<file path="config.mk">
export PLATFORM = sky130hd
export DESIGN_NAME = ptimer16
export DESIGN_NICKNAME = d
export VERILOG_FILES = /design/src/rtl/ptimer16_pkg.sv /design/src/rtl/ptimer16_prescaler.sv /design/src/rtl/ptimer16_counter.sv /design/src/rtl/ptimer16_flags.sv /design/src/rtl/ptimer16.sv
export SDC_FILE = /design/constraint.sdc
export NUM_CORES = 1
export LEC_CHECK = 0
export BUFFER_PORTS_ARGS = -buffer_cell sky130_fd_sc_hd__buf_2
export CORE_UTILIZATION = 45
export CTS_CLUSTER_DIAMETER = 100
export DETAILED_ROUTE_END_ITERATION = 7
export PLACE_DENSITY = 0.67
export SYNTH_ARGS = -nofsm -noshare
export SYNTH_HDL_FRONTEND = slang
export SYNTH_SLANG_ARGS = --single-unit
</file>
<file path="constraint.sdc">
create_clock -name clk -period 2.65 [get_ports clk]
set_clock_uncertainty 0.2 [all_clocks]
set_input_delay 0.265 -clock clk [delete_from_list [all_inputs] [get_ports clk]]
set_output_delay 0.265 -clock clk [all_outputs]
set_load 0.03 [all_outputs]
</file>
<file path="src/rtl/ptimer16_pkg.sv">
package ptimer16_pkg;
   localparam logic [7:0] OFS_CFG   = 8'h00;
   localparam logic [7:0] OFS_CMD   = 8'h04;
   localparam logic [7:0] OFS_MASK  = 8'h0C;
   localparam logic [7:0] OFS_FLAG  = 8'h10;
   localparam logic [7:0] OFS_FSET  = 8'h14;
   localparam logic [7:0] OFS_FCLR  = 8'h18;
   localparam logic [7:0] OFS_CEIL  = 8'h1C;
   localparam logic [7:0] OFS_COUNT = 8'h24;

   localparam int POS_EXP    = 24;
   localparam int POS_SRC    = 16;
   localparam int POS_SINGLE = 4;
   localparam int POS_DIR    = 0;
   localparam int BIT_GO     = 0;
   localparam int BIT_HALT   = 1;
   localparam int BIT_UNDER  = 1;

   localparam logic [1:0] DIR_DOWN = 2'd1;
endpackage

</file>
<file path="src/rtl/ptimer16_prescaler.sv">
module ptimer16_prescaler #(
   parameter int EXP_W = 4
) (
   input  logic             clk,
   input  logic             rst_n,
   input  logic             enable,
   input  logic [EXP_W-1:0] expo,
   output logic             tick
);
   localparam int DIV_W = (1 << EXP_W) - 1;

   initial begin
      if (EXP_W < 0 || EXP_W > 4) $error("EXP_W must be 0..4");
   end

   generate
      if (EXP_W == 0) begin : g_nodiv
         assign tick = enable;
      end else begin : g_div
         logic [DIV_W-1:0] phase;
         logic [DIV_W-1:0] mask;
         assign mask = {DIV_W{1'b1}} >> (DIV_W - int'(expo));
         always_ff @(posedge clk or negedge rst_n) begin
            if (!rst_n)       phase <= '0;
            else if (!enable) phase <= '0;
            else              phase <= phase + DIV_W'(1);
         end
         assign tick = enable && ((phase & mask) == mask);
      end
   endgenerate
endmodule

</file>
<file path="src/rtl/ptimer16_counter.sv">
module ptimer16_counter #(
   parameter int CNT_W = 16
) (
   input  logic             clk,
   input  logic             rst_n,
   input  logic             tick,
   input  logic             down,
   input  logic             load,
   input  logic [CNT_W-1:0] load_val,
   input  logic [CNT_W-1:0] ceiling,
   output logic [CNT_W-1:0] count,
   output logic             under
);
   initial begin
      if (CNT_W < 2 || CNT_W > 32) $error("CNT_W must be 2..32");
   end

   assign under = tick && down && (count == '0);

   always_ff @(posedge clk or negedge rst_n) begin
      if (!rst_n) begin
         count <= '0;
      end else if (tick) begin
         if (down) count <= (count == '0) ? ceiling : count - CNT_W'(1);
         else      count <= (count == ceiling) ? '0 : count + CNT_W'(1);
      end else if (load) begin
         count <= load_val;
      end
   end
endmodule

</file>
<file path="src/rtl/ptimer16_flags.sv">
module ptimer16_flags #(
   parameter int          FLAG_W = 2,
   parameter logic [31:0] LIVE   = 32'h2
) (
   input  logic              clk,
   input  logic              rst_n,
   input  logic [FLAG_W-1:0] event_in,
   input  logic              set_wr,
   input  logic              clr_wr,
   input  logic              mask_wr,
   input  logic [FLAG_W-1:0] wbits,
   output logic [FLAG_W-1:0] flags,
   output logic [FLAG_W-1:0] mask,
   output logic              irq
);
   initial begin
      if (FLAG_W < 1 || FLAG_W > 32) $error("FLAG_W must be 1..32");
   end

   for (genvar i = 0; i < FLAG_W; i++) begin : g_bit
      if (LIVE[i]) begin : g_live
         always_ff @(posedge clk or negedge rst_n) begin
            if (!rst_n) begin
               flags[i] <= 1'b0;
               mask[i]  <= 1'b0;
            end else begin
               flags[i] <= event_in[i] | (set_wr & wbits[i]) |
                           (flags[i] & ~(clr_wr & wbits[i]));
               if (mask_wr) mask[i] <= wbits[i];
            end
         end
      end else begin : g_dead
         assign flags[i] = 1'b0;
         assign mask[i]  = 1'b0;
      end
   end

   assign irq = |(flags & mask);
endmodule

</file>
<file path="src/rtl/ptimer16.sv">
module ptimer16 #(
   parameter int ADDR_W = 8,
   parameter int CNT_W  = 16,
   parameter int EXP_W  = 4
) (
   input  logic              clk,
   input  logic              rst_n,
   input  logic [ADDR_W-1:0] bus_addr,
   input  logic              bus_we,
   input  logic [31:0]       bus_wdata,
   output logic [31:0]       bus_rdata,
   output logic              irq
);
   import ptimer16_pkg::*;

   localparam int FLAG_W = BIT_UNDER + 1;

   initial begin
      if (ADDR_W < 6) $error("ADDR_W must cover the register window");
   end

   logic             sel_cfg, sel_cmd, sel_mask, sel_flag;
   logic             sel_fset, sel_fclr, sel_ceil, sel_count;
   logic [EXP_W-1:0] cfg_exp;
   logic [1:0]       cfg_src, cfg_dir;
   logic             cfg_single;
   logic [CNT_W-1:0] ceil_q, count;
   logic             running, tick, under, down;
   logic [FLAG_W-1:0] flags, mask, events;

   assign sel_cfg   = bus_addr == ADDR_W'(OFS_CFG);
   assign sel_cmd   = bus_addr == ADDR_W'(OFS_CMD);
   assign sel_mask  = bus_addr == ADDR_W'(OFS_MASK);
   assign sel_flag  = bus_addr == ADDR_W'(OFS_FLAG);
   assign sel_fset  = bus_addr == ADDR_W'(OFS_FSET);
   assign sel_fclr  = bus_addr == ADDR_W'(OFS_FCLR);
   assign sel_ceil  = bus_addr == ADDR_W'(OFS_CEIL);
   assign sel_count = bus_addr == ADDR_W'(OFS_COUNT);

   assign down = (cfg_dir == DIR_DOWN);

   always_ff @(posedge clk or negedge rst_n) begin
      if (!rst_n) begin
         cfg_exp    <= '0;
         cfg_src    <= '0;
         cfg_dir    <= '0;
         cfg_single <= 1'b0;
         ceil_q     <= '0;
      end else if (bus_we) begin
         if (sel_cfg) begin
            cfg_exp    <= bus_wdata[POS_EXP +: EXP_W];
            cfg_src    <= bus_wdata[POS_SRC +: 2];
            cfg_dir    <= bus_wdata[POS_DIR +: 2];
            cfg_single <= bus_wdata[POS_SINGLE];
         end
         if (sel_ceil) ceil_q <= bus_wdata[CNT_W-1:0];
      end
   end

   always_ff @(posedge clk or negedge rst_n) begin
      if (!rst_n)                               running <= 1'b0;
      else if (bus_we && sel_cmd && bus_wdata[BIT_HALT]) running <= 1'b0;
      else if (bus_we && sel_cmd && bus_wdata[BIT_GO])   running <= 1'b1;
      else if (under && cfg_single)             running <= 1'b0;
   end

   ptimer16_prescaler #(.EXP_W(EXP_W)) u_pre (
      .clk    (clk),
      .rst_n  (rst_n),
      .enable (running && (cfg_src == 2'd0)),
      .expo   (cfg_exp),
      .tick   (tick)
   );

   ptimer16_counter #(.CNT_W(CNT_W)) u_cnt (
      .clk      (clk),
      .rst_n    (rst_n),
      .tick     (tick),
      .down     (down),
      .load     (bus_we && sel_count && !running),
      .load_val (bus_wdata[CNT_W-1:0]),
      .ceiling  (ceil_q),
      .count    (count),
      .under    (under)
   );

   always_comb begin
      events            = '0;
      events[BIT_UNDER] = under;
   end

   ptimer16_flags #(.FLAG_W(FLAG_W), .LIVE(32'(1) << BIT_UNDER)) u_flg (
      .clk      (clk),
      .rst_n    (rst_n),
      .event_in (events),
      .set_wr   (bus_we && sel_fset),
      .clr_wr   (bus_we && sel_fclr),
      .mask_wr  (bus_we && sel_mask),
      .wbits    (bus_wdata[FLAG_W-1:0]),
      .flags    (flags),
      .mask     (mask),
      .irq      (irq)
   );

   always_comb begin
      bus_rdata = '0;
      if (sel_cfg) begin
         bus_rdata[POS_EXP +: EXP_W] = cfg_exp;
         bus_rdata[POS_SRC +: 2]     = cfg_src;
         bus_rdata[POS_DIR +: 2]     = cfg_dir;
         bus_rdata[POS_SINGLE]       = cfg_single;
      end else if (sel_mask)  bus_rdata[FLAG_W-1:0] = mask;
      else if (sel_flag)      bus_rdata[FLAG_W-1:0] = flags;
      else if (sel_ceil)      bus_rdata[CNT_W-1:0]  = ceil_q;
      else if (sel_count)     bus_rdata[CNT_W-1:0]  = count;
   end
endmodule

</file>
==> reports/qor.json, run 1 <==
{
  "status": "completed",
  "fraction_of_final_layout_cells_sized_beyond_drive_strength_1_pct": 24.86,
  "vias_in_the_first_global_route": 3564,
  "crit_start": "u_cnt.count[0]",
  "post_cts_hold_fix_bufs": 21,
  "finalSetupViolCount": 0,
  "effective_utilization_at_floorplan_pct": 46.12,
  "maxCapViolCount": 0,
  "antenna_found_initial": 0,
  "irDropWorstVdd_v": 0.0005362,
  "synth_compound_gate_area_share_pct": 14.34,
  "design.core.area_sq_um": 9196,
  "diodes": 0,
  "finalCriticalPeriod_ns": 2.364,
  "drt.antenna.violating_nets": 0,
  "synthesis.instances": 455,
  "ctsLongestPathBuffers": 2,
  "critPathMaxStageDelay_ns": 0.42,
  "synth_seq_cells": 59,
  "grtUsageMet3_pct": 4.326,
  "cts.repair.resized": 0,
  "ys_flop_type": "dfrtp_1",
  "timing.rr.start": "u_cnt.count[0]",
  "p_int_uw": 2021,
  "startpoint_type": "register",
  "synth-edff-count": 0,
  "dp_hpwl_um": 7394,
  "timing.critical_path.cells": "inv_1 > ha_1 > nor4b_1 > nand2_1 > a211oi_1 > o221ai_1 > o22a_1 > mux2i_1",
  "rrSetupSlack_ns": 0.29,
  "netSwitchingPower_uw": 1448,
  "yosys.area_share.xor_xnor_pct": 10.12,
  "grt_use_total_pct": 23.19,
  "cp-end-kind": "register",
  "timing.final.crit_share_pct": 89.20,
  "grt_start_max_net_pins": 40,
  "nFillCells": 853,
  "area_share_of_fa_ha_maj_cells_after_synthesis_pct": 1.180,
  "ys_types": 56,
  "layout.cells.most_common": "dfrtp_1",
  "detail_route.drc_violations": 0,
  "drt-total-wl_um": 10690,
  "synth_top_family_by_area": "simple AND/OR/NAND/NOR gates",
  "timing.critical_path.fanout_max": 3,
  "clock_buffers_created_by_tritoncts": 9,
  "syn-mean-instance-area_sq_um": 9.322,
  "critical_path.reg2reg.endpoint": "u_cnt.count[13]",
  "crit_arrival_ns": 2.43,
  "area_growth_pct": 18.61,
  "mostFrequentLayoutCells": "dfrtp_1 (59), buf_2 (55), mux2i_1 (32), nor2_1 (30), xor2_1 (29)",
  "worstHoldPathType": "in -> reg",
  "cts_root_buffer": "clkbuf_8",
  "initialDrtViolationCount": 219,
  "crit_path_end": "u_cnt.count[13]",
  "routedWlPerCell_um": 16.44,
  "core.rowCount": 35,
  "io_buffer_count": 55,
  "layout.nets": 581,
  "fp.dieW_um": 99.09,
  "vias_per_cell": 5.677,
  "die-height_um": 99.09,
  "h_tree_depth": 3,
  "simple_gate_area_share_of_the_yosys_netlist_pct": 18.29,
  "rr_worst_depth": 8,
  "finalHoldViolCount": 0,
  "worst_skew_pair.late_latency_ns": 0.36,
  "swShare_pct": 41.74,
  "timing.fmax_mhz": 423.0,
  "io_pins": 76,
  "tightestPinTransition_ns": 0.8759,
  "synth_sequential_area_ratio_pct": 34.81,
  "cts_num_sinks": 59,
  "leakage_uw": 0.002435,
  "stdcell_count": 650,
  "synthMuxAreaShare_pct": 14.72,
  "cp_slowest_cell": "nor4b_1",
  "design.die.area_sq_um": 9818,
  "dr_total_vias": 3690,
  "yosys_warnings": 0,
  "grt_setup_unrepaired": "no",
  "seq_power_share_pct": 31.4,
  "met2_usage_pct": 37.87,
  "combinational_cell_fraction_of_total_power_pct": 47.2,
  "grtUsageMet1_pct": 31.83,
  "place.gp.congestion": 0.8894,
  "timing.max_slew.rel_slack_pct": 41.61,
  "firstDrtPassIters": 4,
  "synthesis.area_sq_um": 4242,
  "cts.clk_slew.worst_paths_ns": 0.07,
  "grt_pass1_wl_um": 17910,
  "power_density_nw_per_um2": 689.5,
  "finalMaxSlewViolations": 0,
  "post_cts.repair.setup_buffers": 0,
  "power.share.clock_pct": 21.4,
  "cts_tree": "done",
  "grt_busiest_layer": "met2",
  "overflow": 0,
  "synthArstFlopShare_pct": 100.0,
  "dp_cells": 613,
  "setup_tns_ns": 0,
  "cp.required_ns": 2.72,
  "timing.setup.critical_path_class": "reg -> reg"
}
-- critical path, delay by kind of cell, from the launching register on --
family                     cells  cell delay [ns]
AOI/OAI and AO/OA              3             0.67
adders and majority gates      1             0.19
buffers and inverters          1             0.10
DFF                            1             0.38
muxes                          1             0.12
and+or+nand+nor                2             0.62
-- how the worst min path moves through the flow --
stage                             from              to  slack, ns  depth (start not counted)
final                     bus_wdata[0]      cfg_dir[0]       0.05                          2
after global routing      bus_wdata[0]      cfg_dir[0]       0.05                          2
after CTS                 bus_wdata[0]      cfg_dir[0]       0.04                          2
after detailed placement         rst_n  u_cnt.count[5]       0.23                          1
after global placement           rst_n  u_cnt.count[5]       0.23                          1
after floorplan                  rst_n       ceil_q[0]      -0.23                          0
-- synth_stat cells (3+ instances only) --
master	count	area share, %
clkbuf_1	8	0.71
mux2i_1	32	7.6
buf_2	15	1.8
nand3_1	18	2.1
inv_1	11	0.97
o22a_1	3	0.62
a31o_2	3	0.62
a2bb2oi_1	3	0.62
xnor2_1	20	4.1
ha_1	4	1.2
a21oi_1	21	2.5
and2_1	9	1.3
a22o_1	13	2.7
a31oi_1	8	1.2
mux2_2	27	7.2
or3_1	4	0.59
and3_1	7	1.0
a211oi_1	3	0.53
o32a_1	3	0.71
nor2b_1	5	0.74
nand2b_1	3	0.44
xor2_1	29	6.0
nor3_1	11	1.3
nand2_1	28	2.5
buf_4	14	2.5
o21ai_0	15	1.8
nor2_1	30	2.7
nand4_1	7	1.0
nor4_1	6	0.89
o22ai_1	3	0.44
dfrtp_1	59	35
a222oi_1	3	0.71
-- power groups by stage --
stage | combinational [uW] | sequential [uW] | clock (uW)
final | 1640 | 1090 | 741
after global routing | 1830 | 1100 | 795
after CTS | 1630 | 1090 | 762
after detailed placement | 1590 | 1100 | 0
after global placement | 1570 | 1100 | 0
after floorplan | 1260 | 1020 | 0
-- flip-flops by register name, summed over array words and instances, names as in the netlist, 2 cells and up --
signal,count
ceil_q,16
u_cnt.count,16
u_pre.g_div.phase,15
cfg_exp,4
cfg_dir,2
cfg_src,2
-- metrics by stage --
stage               hold slack, ns  setup WS (ns)  cell area [sq um]  util [%]  power, uW
finish                     0.05190         0.2861               5031     54.71       3469
CTS                        0.03699         0.2761               5031     54.71       3475
detailed placement          0.2296         0.3271               4643     50.49       2687
global route               0.05000         0.1056               5031     54.71       3721
global placement            0.2261         0.3869               4643     50.49       2667
floorplan                  -0.2306         0.3811               4275         -       2285
-- logic make-up (layout without fill, tap and decap cells) --
| logic type | count (synthesis) | count (layout) |
|---|---|---|
| xor+xnor | 49 | 49 |
| mux | 59 | 59 |
| flops | 59 | 59 |
| fa+ha+maj | 4 | 4 |
| other cells | 1 | 10 |
| buf+inv | 50 | 125 |
| compound gates | 88 | 88 |
| simple gates | 145 | 145 |
-- cell type report --
cell class | count | area, sq um | area share, %
clock inverters | 7 | 53.80 | 1.069
clock buffers | 9 | 123.9 | 2.462
well taps | 111 | 138.9 | 2.761
multi-input cells | 355 | 2534 | 50.36
inverters | 11 | 41.29 | 0.8207
flip-flops and latches | 59 | 1476 | 29.35
repair buffers | 98 | 663.1 | 13.18
-- per-layer routing --
| layer | up-vias | wire length [um] |
|---|---|---|
| met5 | - | 0 |
| met4 | 0 | 98 |
| met3 | 7 | 485 |
| met2 | 107 | 5048 |
| met1 | 1794 | 5056 |
| li1 | 1782 | - |
Note: power is estimated with default switching activity, not from simulation.
==> run 2, diff against run 1 <==
--- a/config.mk
+++ b/config.mk
@@ -5,11 +5,13 @@
 export SDC_FILE = /design/constraint.sdc
 export NUM_CORES = 1
 export LEC_CHECK = 0
+export ABC_AREA = 1
 export BUFFER_PORTS_ARGS = -buffer_cell sky130_fd_sc_hd__buf_2
 export CORE_UTILIZATION = 45
 export CTS_CLUSTER_DIAMETER = 100
 export DETAILED_ROUTE_END_ITERATION = 7
-export PLACE_DENSITY = 0.67
+export PLACE_DENSITY = 0.66
 export SYNTH_ARGS = -nofsm -noshare
 export SYNTH_HDL_FRONTEND = slang
 export SYNTH_SLANG_ARGS = --single-unit
+export TNS_END_PERCENT = 10
==> run 2 against run 1 <==
  * Clock power increased by 44%
  * Sequential share of layout area decreased by 2.6 points
  * Design area increased by 9.5%
  * Register-to-register slack improved by 0.02 ns
  * Hold slack got worse by 0.045 ns
  * Maximum frequency decreased by 3.5%
  * Die area increased by 14%
  * Setup slack got worse by 0.086 ns
  * Power decreased by 36%
  * Wire length increased by 29%
  * Synthesized cell count increased by 61%
==> reports/qor.json, run 2 <==
{
  "worstHoldPathType": "in -> reg",
  "yosys_warnings": 0,
  "layout.nets": 841,
  "setup_tns_ns": 0,
  "cts_tree": "done",
  "synthesis.instances": 734,
  "synth_top_area_share_pct": 30.44,
  "rrSetupSlack_ns": 0.31,
  "effective_utilization_at_floorplan_pct": 46.77,
  "fraction_of_final_layout_cells_sized_beyond_drive_strength_1_pct": 15.77,
  "vias_in_the_first_global_route": 4824,
  "timing.fmax_mhz": 408.2,
  "cts.repair.resized": 0,
  "crit_arrival_ns": 1.98,
  "multi_input_gate_area_in_the_final_layout_sq_um": 2746,
  "io_buffer_count": 55,
  "synthArstFlopShare_pct": 100.0,
  "worst_skew_pair.late_latency_ns": 0.35,
  "finalSetupViolCount": 0,
  "final-seq-area_sq_um": 1476,
  "grt_pass1_wl_um": 23600,
  "ys_types": 42,
  "die-height_um": 105.8,
  "timing.setup.critical_path_class": "in -> out",
  "irDropWorstVdd_v": 0.0003073,
  "grt_start_max_net_pins": 36,
  "detail_route.drc_violations": 0,
  "io_pins": 76,
  "mostFrequentLayoutCells": "nand2_1 (183), nor2_1 (91), inv_1 (79), nand3_1 (72), o21ai_0 (61)",
  "synthesis.area_sq_um": 4850,
  "synth_area_leader": "dfrtp_1",
  "design.core.area_sq_um": 10370,
  "fin_total_pwr_uw": 2227,
  "antenna_found_initial": 0,
  "power_density_nw_per_um2": 404.1,
  "overflow": 0,
  "initialDrtViolationCount": 338,
  "grt_use_total_pct": 26.70,
  "finalHoldViolCount": 0,
  "layout_top_registers": "ceil_q: 16 flops, u_cnt.count: 16 flops, u_pre.g_div.phase: 15 flops",
  "ys_top_cells_by_count": "nand2_1 (183), nor2_1 (91), inv_1 (79)",
  "ys_flop_type": "dfrtp_1",
  "synth-edff-count": 0,
  "cts_num_sinks": 59,
  "finalCriticalPeriod_ns": 2.450,
  "dr_total_vias": 4910,
  "maxCapViolCount": 0,
  "startpoint_type": "primary input",
  "vias_per_cell": 5.251,
  "cp.required_ns": 2.18,
  "diodes": 0,
  "design.die.area_sq_um": 11200,
  "tightestPinTransition_ns": 0.8088,
  "hold_path_startpoint": "bus_wdata[0]",
  "grt_setup_unrepaired": "no",
  "timing.max_slew.rel_slack_pct": 45.79,
  "cts_root_buffer": "clkbuf_8",
  "h_tree_depth": 3,
  "drt.antenna.violating_nets": 0,
  "firstDrtPassIters": 7,
  "timing.rr.start": "u_cnt.count[0]",
  "number_of_stages_on_the_worst_hold_path": 3,
  "drt-total-wl_um": 13740,
  "leakage_uw": 0.002835,
  "clock_buffers_created_by_tritoncts": 9,
  "timing.critical_path.fanout_max": 10,
  "syn-mean-instance-area_sq_um": 6.607,
  "area_growth_pct": 13.62,
  "cts.clk_slew.worst_paths_ns": 0.08,
  "fp.dieW_um": 105.8,
  "synth_sequential_area_ratio_pct": 30.44,
  "dp_hpwl_um": 10030,
  "place.gp.congestion": 0.9126,
  "core.rowCount": 37,
  "timing.final.crit_share_pct": 92.45,
  "yosys.cell_count.top_type": "nand2_1",
  "layout.cells.most_common": "nand2_1",
  "routedWlPerCell_um": 14.70,
  "finalMaxSlewViolations": 0,
  "critical_path.reg2reg.endpoint": "u_cnt.count[14]",
  "timing.hold.worst_endpoint": "running",
  "rr_worst_depth": 12,
  "synth_seq_cells": 59,
  "nFillCells": 1041,
  "cp-end-kind": "primary output",
  "ctsLongestPathBuffers": 2,
  "status": "completed",
  "synth_area_leaders": "dfrtp_1 (30%), nand2_1 (14%), nand3_1 (7.4%), nor2_1 (7.0%), o21ai_0 (6.3%)"
}
==> run 2: changes by cell type after synthesis, sizes merged, moves of 20 or more <==
cell / before / now
nand2: 30 / 187
inv: 11 / 90
nor2: 32 / 105
nand3: 18 / 75
o21ai: 15 / 66
mux2i: 32 / 0
mux2: 27 / 0
xnor2: 20 / 0
==> run 2: cells by family (layout without fill, tap and decap cells) <==
kind of cell / Yosys count / in the layout / synth area share [%]
buf+inv: 132 / 188 / 13.62
flops: 59 / 59 / 30.44
fa+ha+maj: 4 / 4 / 1.032
simple gates: 399 / 399 / 37.41
other cells: 1 / 10 / 0.07733
xor+xnor: 22 / 22 / 3.973
compound gates: 117 / 117 / 13.44
==> run 2: final cells by class <==
| cell class | instances | share of cell area [%] |
|---|---|---|
| inverters | 91 | 6.290 |
| repair buffers | 81 | 9.446 |
| well taps | 136 | 3.088 |
| clock inverters | 6 | 2.044 |
| flip-flops and latches | 59 | 26.79 |
| clock buffers | 10 | 2.498 |
| multi-input cells | 552 | 49.84 |
==> run 2: worst max path at each step <==
stage           startpoint           end  slack (ns)
2_1_floorplan  bus_addr[4]  bus_rdata[5]        0.53
3_3_place_gp   bus_addr[1]  bus_rdata[8]        0.23
3_5_place_dp   bus_addr[3]  bus_rdata[8]        0.24
4_1_cts        bus_addr[3]  bus_rdata[6]        0.23
5_1_grt        bus_addr[0]  bus_rdata[9]        0.05
6_report       bus_addr[3]  bus_rdata[9]        0.20
==> run 2: timing repair <==
item / in CTS / in global routing
buffers inserted: 0 / 0
endpoints found under the hold margin: 38 / 0
hold buffers: 15 / 0
==> run 2: worst max-delay path: stages <==
cell and delay (ns):
buf_2 0.14, inv_2 0.05, nand3_1 0.09, nor2_1 0.10, nor3_2 0.69, o21ai_0 0.21, a21oi_1 0.20, buf_2 0.23
==> run 2: report_power, final <==
part / leakage [uW] / switching [uW] / internal (uW)
Clock: 0.000126 / 414 / 652
Sequential: 0.000776 / 24.0 / 920
Combinational: 0.00193 / 138 / 77.3
Total: 0.00284 / 577 / 1650
==> run 2: metrics by stage <==
step	hold slack [ns]	cell area, sq um	setup slack [ns]	utilization [%]	cells
after floorplan	-0.2306	4883	0.5349	-	743
after global placement	0.1114	5110	0.2263	49.28	904
after detailed placement	0.1195	5110	0.2361	49.28	904
after CTS	0.003816	5510	0.2345	53.14	935
after global routing	0.005968	5510	0.04998	53.14	935
final	0.006578	5510	0.2001	53.14	935
==> run 2: per-layer routing <==
layer / wire length (um) / part of all wire, % / vias up / GRT usage [%]
met5: 0 / 0 / - / 0
met4: 299 / 2.2 / 0 / 10.02
met3: 825 / 6.0 / 26 / 4.947
met2: 6639 / 48 / 177 / 45.28
met1: 5978 / 43 / 2251 / 33.61
li1: - / - / 2456 / -
==> run 3, diff against run 2 <==
==> constraint.sdc (replaced) <==
create_clock -name clk -period 2.4 [get_ports clk]
set_clock_uncertainty 0.2 [all_clocks]
set_input_delay 0.24 -clock clk [delete_from_list [all_inputs] [get_ports clk]]
set_output_delay 0.24 -clock clk [all_outputs]
set_load 0.03 [all_outputs]
==> run 3 against run 2 <==
  * Combinational power up 12%
  * Largest cell class unchanged
  * Design area up 0.77%
  * Hold slack worse by 0.0064 ns
==> reports/qor.json, run 3 (synthesis results as in run 2) <==
{
  "cts_num_sinks": 59,
  "setup_tns_ns": 0,
  "seq_power_share_pct": 47.6,
  "mostFrequentLayoutCells": "nand2_1 (183), nor2_1 (91), inv_1 (79), nand3_1 (72), o21ai_0 (61)",
  "finalMaxSlewViolations": 0,
  "rr_worst_depth": 12,
  "maxCapViolCount": 0,
  "cp_slowest_cell": "inv_1",
  "vias_per_cell": 5.256,
  "tightestPinTransition_ns": 0.7438,
  "effective_utilization_at_floorplan_pct": 46.77,
  "core.rowCount": 37,
  "rrSetupSlack_ns": 0.21,
  "vias_in_the_first_global_route": 4799,
  "combinational_cell_fraction_of_total_power_pct": 11.0,
  "layout_top_registers": "ceil_q: 16 flops, u_cnt.count: 16 flops, u_pre.g_div.phase: 15 flops",
  "leakage_uw": 0.002856,
  "design.die.area_sq_um": 11200,
  "cts.clk_slew.worst_paths_ns": 0.07,
  "io_buffer_count": 55,
  "status": "completed",
  "timing.rr.start": "u_cnt.count[0]",
  "dr_total_vias": 4967,
  "swShare_pct": 27.28,
  "detail_route.drc_violations": 0,
  "grt_start_max_net_pins": 38,
  "clock_buffers_created_by_tritoncts": 9,
  "timing.final.crit_share_pct": 93.93,
  "dp_hpwl_um": 10110,
  "timing.critical_path.fanout_max": 23,
  "antenna_found_initial": 0,
  "grt_setup_unrepaired": "yes",
  "firstDrtPassIters": 7,
  "grt_pass1_wl_um": 22900,
  "finalSetupViolCount": 0,
  "timing.critical_path.cells": "buf_2 > nor2_1 > nand3_1 > nor2_2 > inv_1 > o21ai_0 > a21oi_1 > buf_2",
  "h_tree_depth": 3,
  "drt-total-wl_um": 13740,
  "fp.dieW_um": 105.8,
  "cp.required_ns": 1.96,
  "critical_path.reg2reg.endpoint": "u_cnt.count[14]",
  "drt.antenna.violating_nets": 0,
  "postLayoutCoreUtil_pct": 53.55,
  "finalHoldViolCount": 0,
  "place.gp.congestion": 0.9169,
  "grt_use_total_pct": 25.91,
  "cts_root_buffer": "clkbuf_8",
  "path_common_cell": "buf_2",
  "irDropWorstVdd_v": 0.0002908,
  "die-height_um": 105.8,
  "critPathMaxStageDelay_ns": 0.34,
  "cts_tree": "done",
  "diodes": 0,
  "cp-end-kind": "primary output",
  "timing.hold.worst_endpoint": "ceil_q[7]",
  "area_growth_pct": 14.50,
  "final.hold.worst_slack_ns": 0.0002081,
  "hold_path_startpoint": "bus_wdata[7]",
  "design.core.area_sq_um": 10370,
  "finalCriticalPeriod_ns": 2.254,
  "overflow": 0,
  "io_pins": 76,
  "initialDrtViolationCount": 302,
  "crit_buf_inv": 3,
  "startpoint_type": "primary input",
  "worst_skew_pair.late_latency_ns": 0.35,
  "power_density_nw_per_um2": 394.5,
  "ctsLongestPathBuffers": 2,
  "netSwitchingPower_uw": 597.6,
  "routedWlPerCell_um": 14.54,
  "layout.cells.most_common": "nand2_1",
  "layout.nets": 851,
  "timing.critical_path.max_delay_family": "buffers and inverters",
  "number_of_stages_on_the_worst_hold_path": 3,
  "timing.max_slew.rel_slack_pct": 50.36,
  "fraction_of_final_layout_cells_sized_beyond_drive_strength_1_pct": 16.19,
  "timing.setup.critical_path_class": "in -> out",
  "p_int_uw": 1593,
  "crit_arrival_ns": 1.81,
  "timing.fmax_mhz": 443.6,
  "power.share.clock_pct": 41.3,
  "worstHoldPathType": "in -> reg"
}
## run 3: routing by layer
metal  vias to the layer above  track usage (%)  routed length, um
li1                       2483                -                  -
met1                      2278            33.45               6109
met2                       171            43.09               6354
met3                        35            3.958                808
met4                         0            10.81                467
met5                         -                0                  0
## run 3: worst min-delay path, cell delays in order
cell and delay, ns:
buf_2 0.09, inv_1 0.08, o21ai_0 0.09
## run 3: what timing repair did
| action | CTS | global route |
|---|---|---|
| setup endpoints to repair | 0 | 10 |
| hold endpoints to repair | 41 | 0 |
| setup buffers | 0 | 0 |
| resized for setup | 0 | 1 |
| hold buffers | 20 | 0 |
## run 3: how the worst max path moves through the flow
stage                startpoint            to  slack [ns]  depth (start not counted)
detailed placement  bus_addr[3]  bus_rdata[8]      -0.004                          8
global placement    bus_addr[1]  bus_rdata[8]        0.02                          8
finish              bus_addr[1]  bus_rdata[3]        0.15                          8
floorplan           bus_addr[4]  bus_rdata[5]        0.33                          4
CTS                 bus_addr[3]  bus_rdata[8]       0.003                          8
global route        bus_addr[1]  bus_rdata[3]       -0.02                          8
## run 3: area by class of cell
cell class / count / area, sq um
Tap cell: 136 / 170.2
Sequential cell: 59 / 1476
Multi-Input combinational cell: 552 / 2753
Timing Repair Buffer: 91 / 608.1
Fill cell: 1067 / 4817
Clock buffer: 13 / 178.9
Inverter: 91 / 346.6
Clock inverter: 3 / 20.02
## run 3: per-stage QoR
step / instance area (sq um) / std cells / power, uW / setup slack (ns)
4_1_cts: 5547 / 945 / 2196 / 0.002632
5_1_grt: 5553 / 945 / 2269 / -0.02001
6_report: 5553 / 945 / 2191 / 0.1457
2_1_floorplan: 4883 / 743 / 1196 / 0.3349
3_3_place_gp: 5147 / 909 / 1276 / 0.02322
3_5_place_dp: 5147 / 909 / 1279 / -0.004465
## run 3: power by group through the flow
stage	logic [uW]	registers, uW	clock network, uW
global route	272	1050	951
global placement	214	1060	0
floorplan	143	1050	0
CTS	242	1040	911
finish	242	1040	905
detailed placement	217	1060	0
